### config.mk
export PLATFORM = sky130hd
export DESIGN_NAME = msl_modem_status
export DESIGN_NICKNAME = d
export VERILOG_FILES = /design/src/rtl/msl_pkg.sv /design/src/rtl/msl_ctrl_reg.sv /design/src/rtl/msl_live_map.sv /design/src/rtl/msl_flag_track.sv /design/src/rtl/msl_modem_status.sv
export SDC_FILE = /design/constraint.sdc
export NUM_CORES = 1
export LEC_CHECK = 0
export CORE_ASPECT_RATIO = 1.2
export CORE_UTILIZATION = 35
export DETAILED_ROUTE_END_ITERATION = 7
export HOLD_SLACK_MARGIN = 0.06
export MAX_ROUTING_LAYER = met4
export PLACE_DENSITY = 0.75
export SYNTH_ARGS = -nofsm -noshare
export SYNTH_HDL_FRONTEND = slang
export SYNTH_SLANG_ARGS = --single-unit
export TNS_END_PERCENT = 10
### constraint.sdc
create_clock -name clk -period 1.4 [get_ports clk]
set_input_delay 0.21 -clock clk [delete_from_list [all_inputs] [get_ports clk]]
set_output_delay 0.21 -clock clk [all_outputs]
set_load 0.02 [all_outputs]
### src/rtl/msl_pkg.sv
package msl_pkg;

    localparam int CTL_W  = 5;
    localparam int STAT_W = 8;
    localparam int FLAG_W = 4;

    // Control bit positions
    localparam int CB_DTR  = 0;
    localparam int CB_RTS  = 1;
    localparam int CB_OUT1 = 2;
    localparam int CB_OUT2 = 3;
    localparam int CB_LOOP = 4;

    // Live status lines, packed in status bit order 7..4
    typedef struct packed {
        logic dcd;
        logic ri;
        logic dsr;
        logic cts;
    } live_t;

    // Change flags, packed in status bit order 3..0
    typedef struct packed {
        logic d_dcd;
        logic te_ri;
        logic d_dsr;
        logic d_cts;
    } flag_t;

    function automatic live_t map_live(input logic [CTL_W-1:0] ctl);
        live_t l;
        if (ctl[CB_LOOP]) begin
            l.cts = ctl[CB_RTS];
            l.dsr = ctl[CB_DTR];
            l.ri  = ctl[CB_OUT1];
            l.dcd = ctl[CB_OUT2];
        end else begin
            l.cts = 1'b0;
            l.dsr = 1'b1;
            l.ri  = 1'b0;
            l.dcd = 1'b1;
        end
        return l;
    endfunction

endpackage

### src/rtl/msl_ctrl_reg.sv
module msl_ctrl_reg
    import msl_pkg::*;
#(
    parameter int                DATA_W    = 8,
    parameter logic [CTL_W-1:0]  RESET_CTL = '0
) (
    input  logic              clk,
    input  logic              rst_n,
    input  logic              wr_en,
    input  logic [DATA_W-1:0] wr_data,
    output logic [CTL_W-1:0]  ctl_d,
    output logic [CTL_W-1:0]  ctl_q
);

    typedef struct packed {
        logic [CTL_W-1:0] ctl;
    } creg_t;

    creg_t s_d, s_q;

    always_comb begin
        s_d = s_q;
        if (wr_en) begin
            s_d.ctl = wr_data[CTL_W-1:0];
        end
    end

    always_ff @(posedge clk) begin
        if (!rst_n) begin
            s_q.ctl <= RESET_CTL;
        end else begin
            s_q <= s_d;
        end
    end

    assign ctl_d = s_d.ctl;
    assign ctl_q = s_q.ctl;

    // the stored bits only move on a write
    p_ctl_hold_r1: assert property (@(posedge clk) disable iff (!rst_n)
        !wr_en |=> $stable(ctl_q));

endmodule

### src/rtl/msl_live_map.sv
module msl_live_map
    import msl_pkg::*;
(
    input  logic [CTL_W-1:0] ctl,
    output live_t            live
);

    always_comb begin
        live = map_live(ctl);
    end

endmodule

### src/rtl/msl_flag_track.sv
module msl_flag_track
    import msl_pkg::*;
#(
    parameter logic [CTL_W-1:0] RESET_CTL = '0
) (
    input  logic             clk,
    input  logic             rst_n,
    input  logic             wr_en,
    input  logic             rd_en,
    input  logic             loop_q,
    input  live_t            live_next,
    output logic [STAT_W-1:0] stat_q,
    output logic             any_q
);

    localparam live_t LIVE_RST = map_live(RESET_CTL);

    typedef struct packed {
        live_t live;
        flag_t flag;
        logic  any;
    } trk_t;

    trk_t  s_d, s_q;
    flag_t raised;

    always_comb begin
        raised = '0;
        if (wr_en) begin
            raised.d_cts = live_next.cts ^ s_q.live.cts;
            raised.d_dsr = live_next.dsr ^ s_q.live.dsr;
            raised.d_dcd = live_next.dcd ^ s_q.live.dcd;
            raised.te_ri = s_q.live.ri & ~live_next.ri;
        end
    end

    always_comb begin
        s_d      = s_q;
        s_d.live = live_next;
        if (rd_en) begin
            s_d.flag = '0;
        end
        s_d.flag = s_d.flag | raised;
        s_d.any  = |s_d.flag;
    end

    always_ff @(posedge clk) begin
        if (!rst_n) begin
            s_q.live <= LIVE_RST;
            s_q.flag <= '0;
            s_q.any  <= 1'b0;
        end else begin
            s_q <= s_d;
        end
    end

    assign stat_q = {s_q.live, s_q.flag};
    assign any_q  = s_q.any;

    // registered summary agrees with the flag field
    p_any_match_r10: assert property (@(posedge clk) disable iff (!rst_n)
        any_q == (stat_q[3:0] != 4'h0));

    // with no write and no read the flags hold
    p_flag_sticky_r6: assert property (@(posedge clk) disable iff (!rst_n)
        (!wr_en && !rd_en) |=> $stable(stat_q[3:0]));

    // a read alone empties the flags for the next cycle
    p_read_clear_r7: assert property (@(posedge clk) disable iff (!rst_n)
        (rd_en && !wr_en) |=> (stat_q[3:0] == 4'h0));

    // the ring flag only rises on a falling ring line
    p_ri_trailing_r5: assert property (@(posedge clk) disable iff (!rst_n)
        $rose(stat_q[2]) |-> ($past(stat_q[6]) && !stat_q[6]));

    // outside loopback the live lines are fixed
    p_normal_lines_r3: assert property (@(posedge clk) disable iff (!rst_n)
        !loop_q |-> (stat_q[7:4] == 4'b1010));

endmodule

### src/rtl/msl_modem_status.sv
module msl_modem_status
    import msl_pkg::*;
#(
    parameter int               DATA_W    = 8,
    parameter logic [CTL_W-1:0] RESET_CTL = '0
) (
    input  logic              clk,
    input  logic              rst_n,
    input  logic              ctl_wr_en,
    input  logic [DATA_W-1:0] ctl_wr_data,
    input  logic              stat_rd_en,
    output logic [CTL_W-1:0]  ctl_q,
    output logic [STAT_W-1:0] stat_q,
    output logic              any_delta
);

    logic [CTL_W-1:0] ctl_next;
    live_t            live_next;

    msl_ctrl_reg #(
        .DATA_W    (DATA_W),
        .RESET_CTL (RESET_CTL)
    ) u_ctrl (
        .clk     (clk),
        .rst_n   (rst_n),
        .wr_en   (ctl_wr_en),
        .wr_data (ctl_wr_data),
        .ctl_d   (ctl_next),
        .ctl_q   (ctl_q)
    );

    msl_live_map u_map (
        .ctl  (ctl_next),
        .live (live_next)
    );

    msl_flag_track #(
        .RESET_CTL (RESET_CTL)
    ) u_track (
        .clk       (clk),
        .rst_n     (rst_n),
        .wr_en     (ctl_wr_en),
        .rd_en     (stat_rd_en),
        .loop_q    (ctl_q[CB_LOOP]),
        .live_next (live_next),
        .stat_q    (stat_q),
        .any_q     (any_delta)
    );

    // in loopback the status lines mirror the stored control bits
    p_loop_mirror_r2: assert property (@(posedge clk) disable iff (!rst_n)
        ctl_q[CB_LOOP] |-> (stat_q[7:4] ==
            {ctl_q[CB_OUT2], ctl_q[CB_OUT1], ctl_q[CB_DTR], ctl_q[CB_RTS]}));

endmodule

# Word-level counts from Yosys, hierarchy flattened
# Index checks and enable logic that the tools add are counted.
# word_totals
register_bits	14
inputBits	12
wordCells	21
# classes
muxes	4
n_bitwise	6
reduce_logical	1
# op_table
cell	n
two-way mux 4 bit	3
two-way mux 5 bit	1
OR 4 bit	1
OR reduction 4 bit	1
bitwise XOR 1 bit	3
bitwise AND 1 bit	1
inverter 1 bit	1

# Logic depth before layout (Yosys ltp)
# Gate-level depths: netlist (run 1).
# logic_depth
depth_word	7
ltp_mapped	4
ltp_nobuf	3

# Modules after synthesis
# Synthesis (run 1) repeated with hierarchy kept, for this count alone.
# hier_totals
hier_cells	47
hier_area_um2	513.0
# modules_own_cells
module	n_inst	cells_per_inst	area_per_inst_um2	seq_area_each_um2
msl_flag_track	1	28	296.5	180.2
msl_ctrl_reg	1	15	191.4	100.1
msl_live_map	1	4	25.0	0.0

# Least setup slack after synthesis (run 1)
# No wires, ideal clock.
# synth_timing
path_kind	register to register
from	reg u_track.s_q (netlist bit u_track.stat_q[4])
to	reg u_track.s_q (netlist bit u_track.any_q)
setup_time_ps	125
arrival_time_ps	1281
path_slack_ps	-6
path_stages_with_launch	4
cell_sequence	dfxtp_1 and4b_1 a221o_1 o41a_1
# synth_via
elab_chain_cells	4
# synth_lines
element	line	text
start, declared	msl_flag_track.sv:24	trk_t s_d, s_q;
bitwise XOR 1 bit	msl_flag_track.sv:30	raised.d_cts = live_next.cts ^ s_q.live.cts;
two-way mux 4 bit	msl_flag_track.sv:29	if (wr_en) begin
OR 4 bit	msl_flag_track.sv:43	s_d.flag = s_d.flag | raised;
OR reduction 4 bit	msl_flag_track.sv:44	s_d.any = |s_d.flag;
# Every way passes these cells.
# A chain may end at the register's enable or synchronous reset.

# Final worst setup path (run 1)
# Same ends and word-level chain as after synthesis.

==> metrics.md, run 1 <==
| Metric | Value |
|---|---|
| Combined global-route utilization of all metal layers | `15.8%` |
| Synth top area share | `48.9%` |
| Hold Buf Count CTS | `0` |
| Fin worst setup slack | `0.0535 ns` |
| Clock Sink Count | `14` |
| Nets | `102` |
| Via count of the first global-routing pass | `467` |
| Maximum clock frequency | `around 740 MHz` |
| Boundary pin count | `26` |
| Number of cells traversed by the worst register-to-register path | `3` |
| Final setup violation count | `0` |
| Number of nets still failing antenna checks after routing | `0` |
| Least-Margin Pin Slew | `0.362 ns` |
| Synthesized net count | `70` |
| Post-synthesis simple-gate area fraction | `25.1%` |
| Maximum number of pins on one net before global-route repair | `13` |
| R2R Setup Slk | `0.05 ns` |
| Ys async rst share | `0%` |
| Clock latency of the later-clocked register in the worst-skew pair | `0.27 ns` |
| Commonest register cell after synthesis | `sky130_fd_sc_hd__dfxtp_1` |
| Top cells by area, synth | `sky130_fd_sc_hd__dfxtp_1, sky130_fd_sc_hd__mux2i_1, sky130_fd_sc_hd__nor2b_1` |
| Count of synthesis-stage warnings from yosys | `0` |
| Main combinational cell family by area after synthesis | `simple AND/OR/NAND/NOR gates` |
| Worst-path fanout max | `3` |
| Worst hold path class | `input pin to flop` |
| Area share of xor/xnor cells in the synthesized design | `0%` |
| DR vias/cell | `4.72` |
| Cell count after synthesis | `58` |
| Core area | `0.00148 mm^2` |
| Req. time, crit path | `roughly 1.6 ns` |
| Largest vdd supply drop | `0.000518 V` |
| Die boundary width | `38.9 um` |
| Shortest period the worst path allows | `about 1.3 ns` |
| Cts bufs inserted | `3` |
| Setup Fix Bufs, Post-CTS | `0` |
| Core Rows | `15` |
| Final-report max-slew violation count | `0` |
| Initial Util | `roughly 39%` |
| Global-route wire length before repair | `1970 um` |
| Remaining routing DRC violations | `0` |
| Count of TritonRoute iterations in the first routing pass | `4` |
| Launching instance or port of the critical path | `u_track.stat_q[4]` |
| Synthesis-stage register bit count | `14` |
| Antenna violations before repair | `0` |
| Port Buf Inserts | `22` |
| Number of hold violations in the final report | `0` |
| H-tree depth | `1` |
| Worst-case clock skew | `between 0.008 and 0.009 ns` |
| Library cell occupying the most area in the post-synthesis netlist | `sky130_fd_sc_hd__dfxtp_1` |
| Worst relative slew slack | `75.8%` |
| Fraction of the yosys area taken by sequential cells | `just under 50%` |
| Deepest clock path buffer count | `2` |
| Critical Path AT | `1.50 ns` |
| CP endpoint | `u_track.any_q` |
| Unrepaired setup endpoints after global routing | `false` |
| Gp weighted congestion | `0.678` |
| Detailed placer's ending HPWL | `between 900 and 1000 um` |
| ANT cells | `0` |
| Post-detailed-routing wire length | `1210 um` |
| Number of enable flip-flop cells after synthesis | `0` |
| Clock transition at the registers of the reported paths | `0.09 ns` |
| Post-synthesis mux area share | `8.95%` |
| Commonest cells in the netlist | `sky130_fd_sc_hd__dfxtp_1, sky130_fd_sc_hd__nor2b_1, sky130_fd_sc_hd__and2_1, sky130_fd_sc_hd__nand2_1` |
| Kind of end point of the critical path | `flop` |
| Leak | `0.450 nW` |
| Total power per unit cell area | `983 mW/mm^2` |
| Average cell area after synthesis | `just under 10 um^2` |
| Violation count after the first detailed-routing iteration | `4` |
| Post-synthesis cell area | `573 um^2` |
| Height of the die | `46.3 um` |
| Post-route total power | `0.874 mW` |
| Compound-cell area share of the yosys netlist | `11.6%` |
| Post-synthesis share of cell area spent on full adders, half adders and majority gates | `0%` |
| Proportion of layout cells with a drive suffix above 1 | `15.7%` |
| Endpoint of the most critical register-to-register path | `u_track.any_q` |
| Resized Gates After CTS | `14` |
| Placement Setup Slack | `-0.307 ns` |
| Full die area | `roughly 0.0018 mm^2` |
| Root buffer cell | `sky130_fd_sc_hd__clkbuf_4` |
| Number of maximum-capacitance constraint violations | `0` |
| CP Launch Type | `flop` |
| R2R Path Start | `u_track.stat_q[4]` |
| Outcome | `finished clean` |
| Crit path kind | `flop to flop` |
| Per-cell routed wire length | `11.4 um` |
| Relative area change from synthesis to final layout | `55.2%` |
| Clock tree from TritonCTS | `built` |
| Most used standard cell by instance count after synthesis | `sky130_fd_sc_hd__dfxtp_1` |
| Total vias in the final route | `500` |
| GRT overflow | `0` |
| Final worst-path cycle share | `a little over nine tenths` |
| Unique cell type count in the Yosys netlist | `20` |
[where the power goes]
group | switching, mW | internal (mW) | leakage (nW)
Sequential | 0.0107 | 0.419 | 0.115
Clock | 0.127 | 0.158 | 0.0210
Combinational | 0.0758 | 0.0841 | 0.314
Total | 0.213 | 0.661 | 0.450
[metal layers]
| metal | routed length (um) | GRT usage, % | part of all wire (%) |
|---|---|---|---|
| met1 | 536 | 20.5 | 44 |
| met2 | 626 | 25.0 | 52 |
| met3 | 38 | 2.90 | 3.1 |
| met4 | 11 | 4.14 | 0.91 |
| met5 | 0 | - | 0 |
[layout make-up]
cell class / count / area [um^2]
fill: 143 / 593
sequential: 14 / 282
timing repair buffer: 30 / 274
multi-input combinational: 37 / 262
clock buffer: 4 / 36.3
tap: 17 / 21.3
inverter: 4 / 15.0
[worst min-delay path by stage]
stage / startpoint / endpoint / slack (ns) / depth (start not counted)
after global placement: u_ctrl.ctl_q[2] / u_track.stat_q[6] / 0.50 / 2
after floorplan: rst_n / u_ctrl.ctl_q[0] / 0.34 / 1
final: ctl_wr_data[1] / u_track.stat_q[4] / 0.39 / 4
after global routing: ctl_wr_data[1] / u_track.stat_q[4] / 0.44 / 4
after CTS: u_ctrl.ctl_q[2] / u_track.stat_q[6] / 0.53 / 2
after detailed placement: u_ctrl.ctl_q[2] / u_track.stat_q[6] / 0.52 / 2
[state kept, by name (all words and copies together) (netlist names)]
| signal | count |
|---|---|
| u_ctrl.ctl_q | 5 |
| u_track.stat_q | 8 |
| u_track.any_q | 1 |
[stage by stage]
stage / hold slack (ns) / cells / setup TNS [ns] / utilization (%) / area, um^2
floorplan: 0.338 / 58 / 0 / - / 574
detailed placement: 0.519 / 102 / -1.02 / 58.0 / 860
global route: 0.443 / 106 / 0 / 60.0 / 890
CTS: 0.533 / 106 / 0 / 59.2 / 878
finish: 0.386 / 106 / 0 / 60.0 / 890
global placement: 0.503 / 102 / -1.01 / 58.0 / 860
[kinds of logic (layout without fill, tap and decap cells)]
kind of cell,after synthesis,count (layout)
compound gates,7,7
buf+inv,7,38
flops,14,14
mux,5,5
simple gates,25,25
[worst max-delay path, cell delays in order, from the launching register on]
cell and delay, ns:
sky130_fd_sc_hd__dfxtp_2 0.34, sky130_fd_sc_hd__and2_1 0.15, sky130_fd_sc_hd__a221o_1 0.34, sky130_fd_sc_hd__o41a_1 0.40
[layout by cell type, fill, tap and decap left out, drive strengths merged, types with 2 or more instances in the layout]
cell type,instances
dlymetal6s2s,3
o221ai,2
dfxtp,14
nor2b,6
inv,4
nand2,5
buf,8
nand4b,2
mux2i,4
a22o,2
clkbuf,4
dlygate4sd2,14
nor2,4
clkdlybuf4s50,5
and2,5
No activity file was read; power rests on OpenSTA's default activity.
==> run 2: changes to the inputs <==
--- a/config.mk
+++ b/config.mk
@@ -6,11 +6,13 @@
 export NUM_CORES = 1
 export LEC_CHECK = 0
 export CORE_ASPECT_RATIO = 1.2
+export CORE_MARGIN = 1.5
 export CORE_UTILIZATION = 35
 export DETAILED_ROUTE_END_ITERATION = 7
+export DONT_BUFFER_PORTS = 1
 export HOLD_SLACK_MARGIN = 0.06
 export MAX_ROUTING_LAYER = met4
-export PLACE_DENSITY = 0.75
+export PLACE_DENSITY = 0.55
 export SYNTH_ARGS = -nofsm -noshare
 export SYNTH_HDL_FRONTEND = slang
 export SYNTH_SLANG_ARGS = --single-unit
==> metrics.md, run 2 (synthesis results as in run 1) <==
| Metric | Value |
|---|---|
| Remaining routing DRC violations | `0 (unchanged)` |
| Initial Util | `38.6% (unchanged)` |
| Kind of end point of the critical path | `flop (unchanged)` |
| Worst hold path class | `input pin to flop (unchanged)` |
| Critical Path AT | `1.47 ns (was 1.50 ns)` |
| Total vias in the final route | `404 (was 500)` |
| Clock latency of the later-clocked register in the worst-skew pair | `0.28 ns (was 0.27 ns)` |
| Worst-case clock skew | `0.00426 ns (was 0.00863 ns)` |
| Final worst-path cycle share | `93.4% (was 96.2%)` |
| Full die area | `0.00189 mm^2 (was 0.00180 mm^2)` |
| Outcome | `finished clean (unchanged)` |
| Share of total power in sequential cells | `55.7% (was 49.2%)` |
| Cts bufs inserted | `3 (unchanged)` |
| Clock network fraction of design power | `36.1% (was 32.5%)` |
| Int Pwr | `0.615 mW (was 0.661 mW)` |
| Violation count after the first detailed-routing iteration | `4 (unchanged)` |
| Final-report max-slew violation count | `0 (unchanged)` |
| Routing usage on met3 | `3.79% (was 2.90%)` |
| Crit path kind | `flop to flop (unchanged)` |
| Proportion of layout cells with a drive suffix above 1 | `14.3% (was 15.7%)` |
| Leading cell types in the layout, fill and taps excluded | `sky130_fd_sc_hd__dfxtp_1, sky130_fd_sc_hd__nor2b_1, sky130_fd_sc_hd__nand2_1, sky130_fd_sc_hd__and2_1 (was sky130_fd_sc_hd__dlygate4sd2_1, sky130_fd_sc_hd__dfxtp_1, sky130_fd_sc_hd__buf_4)` |
| Count of TritonRoute iterations in the first routing pass | `3 (was 4)` |
| Req. time, crit path | `1.57 ns (was 1.56 ns)` |
| CP Launch Type | `flop (unchanged)` |
| ANT cells | `0 (unchanged)` |
| Number of maximum-capacitance constraint violations | `0 (unchanged)` |
| Maximum number of pins on one net before global-route repair | `17 (was 13)` |
| GR Layer Usage met1 | `16.7% (was 20.5%)` |
| Nets | `76 (was 102)` |
| Height of the die | `47.3 um (was 46.3 um)` |
| Core Rows | `15 (unchanged)` |
| Hold Buf Count CTS | `1 (was 0)` |
| Deepest clock path buffer count | `2 (unchanged)` |
| Antenna violations before repair | `0 (unchanged)` |
| Core area | `0.00148 mm^2 (unchanged)` |
| Worst relative slew slack | `78.8% (was 75.8%)` |
| Combinational Power Share | `8.2% (was 18.3%)` |
| Shortest period the worst path allows | `1.31 ns (was 1.35 ns)` |
| Leading cell type in the layout, fill and taps excluded | `sky130_fd_sc_hd__dfxtp_1 (was sky130_fd_sc_hd__dlygate4sd2_1)` |
| Switching Share | `24.4% (about the same)` |
| Placement Setup Slack | `0.114 ns (was -0.307 ns)` |
| Setup total negative slack | `0 ns (unchanged)` |
| Global-route wire length before repair | `1610 um (was 1970 um)` |
| Largest vdd supply drop | `0.000460 V (was 0.000518 V)` |
| Net switching power | `0.198 mW (was 0.213 mW)` |
| H-tree depth | `1 (unchanged)` |
| Boundary pin count | `26 (unchanged)` |
| Fin worst setup slack | `0.0922 ns (was 0.0535 ns)` |
| Number of nets still failing antenna checks after routing | `0 (unchanged)` |
| Global routing met2 resource utilization | `18.4% (was 25.0%)` |
| Final core area utilization | `43.7% (was 60.0%)` |
| Gp weighted congestion | `0.620 (was 0.678)` |
| Leak | `0.271 nW (was 0.450 nW)` |
| Clock transition at the registers of the reported paths | `0.09 ns (about the same)` |
| Most congested layer reported by global routing | `met2 (unchanged)` |
| Port Buf Inserts | `0 (was 22)` |
| Detailed placer's ending HPWL | `753 um (was 937 um)` |
| Die boundary width | `39.9 um (was 38.9 um)` |
| Combined global-route utilization of all metal layers | `13.3% (was 15.8%)` |
| Clock tree from TritonCTS | `built (unchanged)` |
| Filler instances | `162 (was 143)` |
| Final setup violation count | `0 (unchanged)` |
| Per-cell routed wire length | `13.0 um (was 11.4 um)` |
| Post-detailed-routing wire length | `1040 um (was 1210 um)` |
| Total power per unit cell area | `1260 mW/mm^2 (was 983 mW/mm^2)` |
| Via count of the first global-routing pass | `369 (was 467)` |
| Least-Margin Pin Slew | `0.318 ns (was 0.362 ns)` |
| Maximum clock frequency | `765 MHz (was 743 MHz)` |
| Flip-flop count of the largest register after layout | `8 (unchanged)` |
| Worst-path fanout max | `3 (unchanged)` |
| GRT overflow | `0 (unchanged)` |
| Relative area change from synthesis to final layout | `13.1% (was 55.2%)` |
| Clock Sink Count | `14 (unchanged)` |
| Number of hold violations in the final report | `0 (unchanged)` |
| DR vias/cell | `5.05 (was 4.72)` |
| Root buffer cell | `sky130_fd_sc_hd__clkbuf_4 (unchanged)` |
| Resized Gates After CTS | `0 (was 14)` |
| Setup Fix Bufs, Post-CTS | `0 (unchanged)` |
| Unrepaired setup endpoints after global routing | `false (unchanged)` |
-- run 2: metal layers --
metal | wire, um | vias up | share of wire (%)
li1 | - | 209 | -
met1 | 449 | 182 | 43
met2 | 503 | 11 | 48
met3 | 78 | 2 | 7.5
met4 | 6 | 0 | 0.58
met5 | 0 | - | 0
-- run 2: final cells by class --
| type | count | area [um^2] | share of cell area [%] |
|---|---|---|---|
| Clock buffer | 4 | 36.3 | 5.60 |
| Inverter | 4 | 15.0 | 2.32 |
| Multi-Input combinational cell | 37 | 262 | 40.3 |
| Sequential cell | 14 | 282 | 43.4 |
| Tap cell | 17 | 21.3 | 3.28 |
| Timing Repair Buffer | 4 | 32.5 | 5.02 |
-- run 2: critical path: stages, from the launching register on --
cell                      delay, ns
sky130_fd_sc_hd__dfxtp_2       0.33
sky130_fd_sc_hd__and2_1        0.14
sky130_fd_sc_hd__a221o_1       0.32
sky130_fd_sc_hd__o41a_1        0.40
-- run 2: final timing paths --
check / endpoint / slack, ns / from / cells after the start
setup / recovery: u_track.any_q / 0.09 / u_track.stat_q[4] / 3
hold / removal: u_ctrl.ctl_q[1] / 0.07 / rst_n / 1
setup reg to reg: u_track.any_q / 0.09 / u_track.stat_q[4] / 3
hold reg to reg: u_ctrl.ctl_q[0] / 0.64 / u_ctrl.ctl_q[0] / 2
-- run 2: power groups by stage --
stage / sequential [mW] / combinational, mW / clock [mW]
detailed placement: 0.463 / 0.0616 / 0
finish: 0.453 / 0.0666 / 0.294
floorplan: 0.463 / 0.0582 / 0
CTS: 0.454 / 0.0675 / 0.300
global placement: 0.463 / 0.0609 / 0
global route: 0.457 / 0.0753 / 0.317
-- run 2: per-stage QoR --
step | power [mW] | instance area [um^2] | hold slack [ns] | std cells
2_1_floorplan | 0.521 | 574 | 0.338 | 58
3_3_place_gp | 0.524 | 602 | 0.274 | 75
3_5_place_dp | 0.525 | 602 | 0.276 | 75
4_1_cts | 0.821 | 648 | 0.0693 | 80
5_1_grt | 0.849 | 648 | 0.0694 | 80
6_report | 0.814 | 648 | 0.0669 | 80
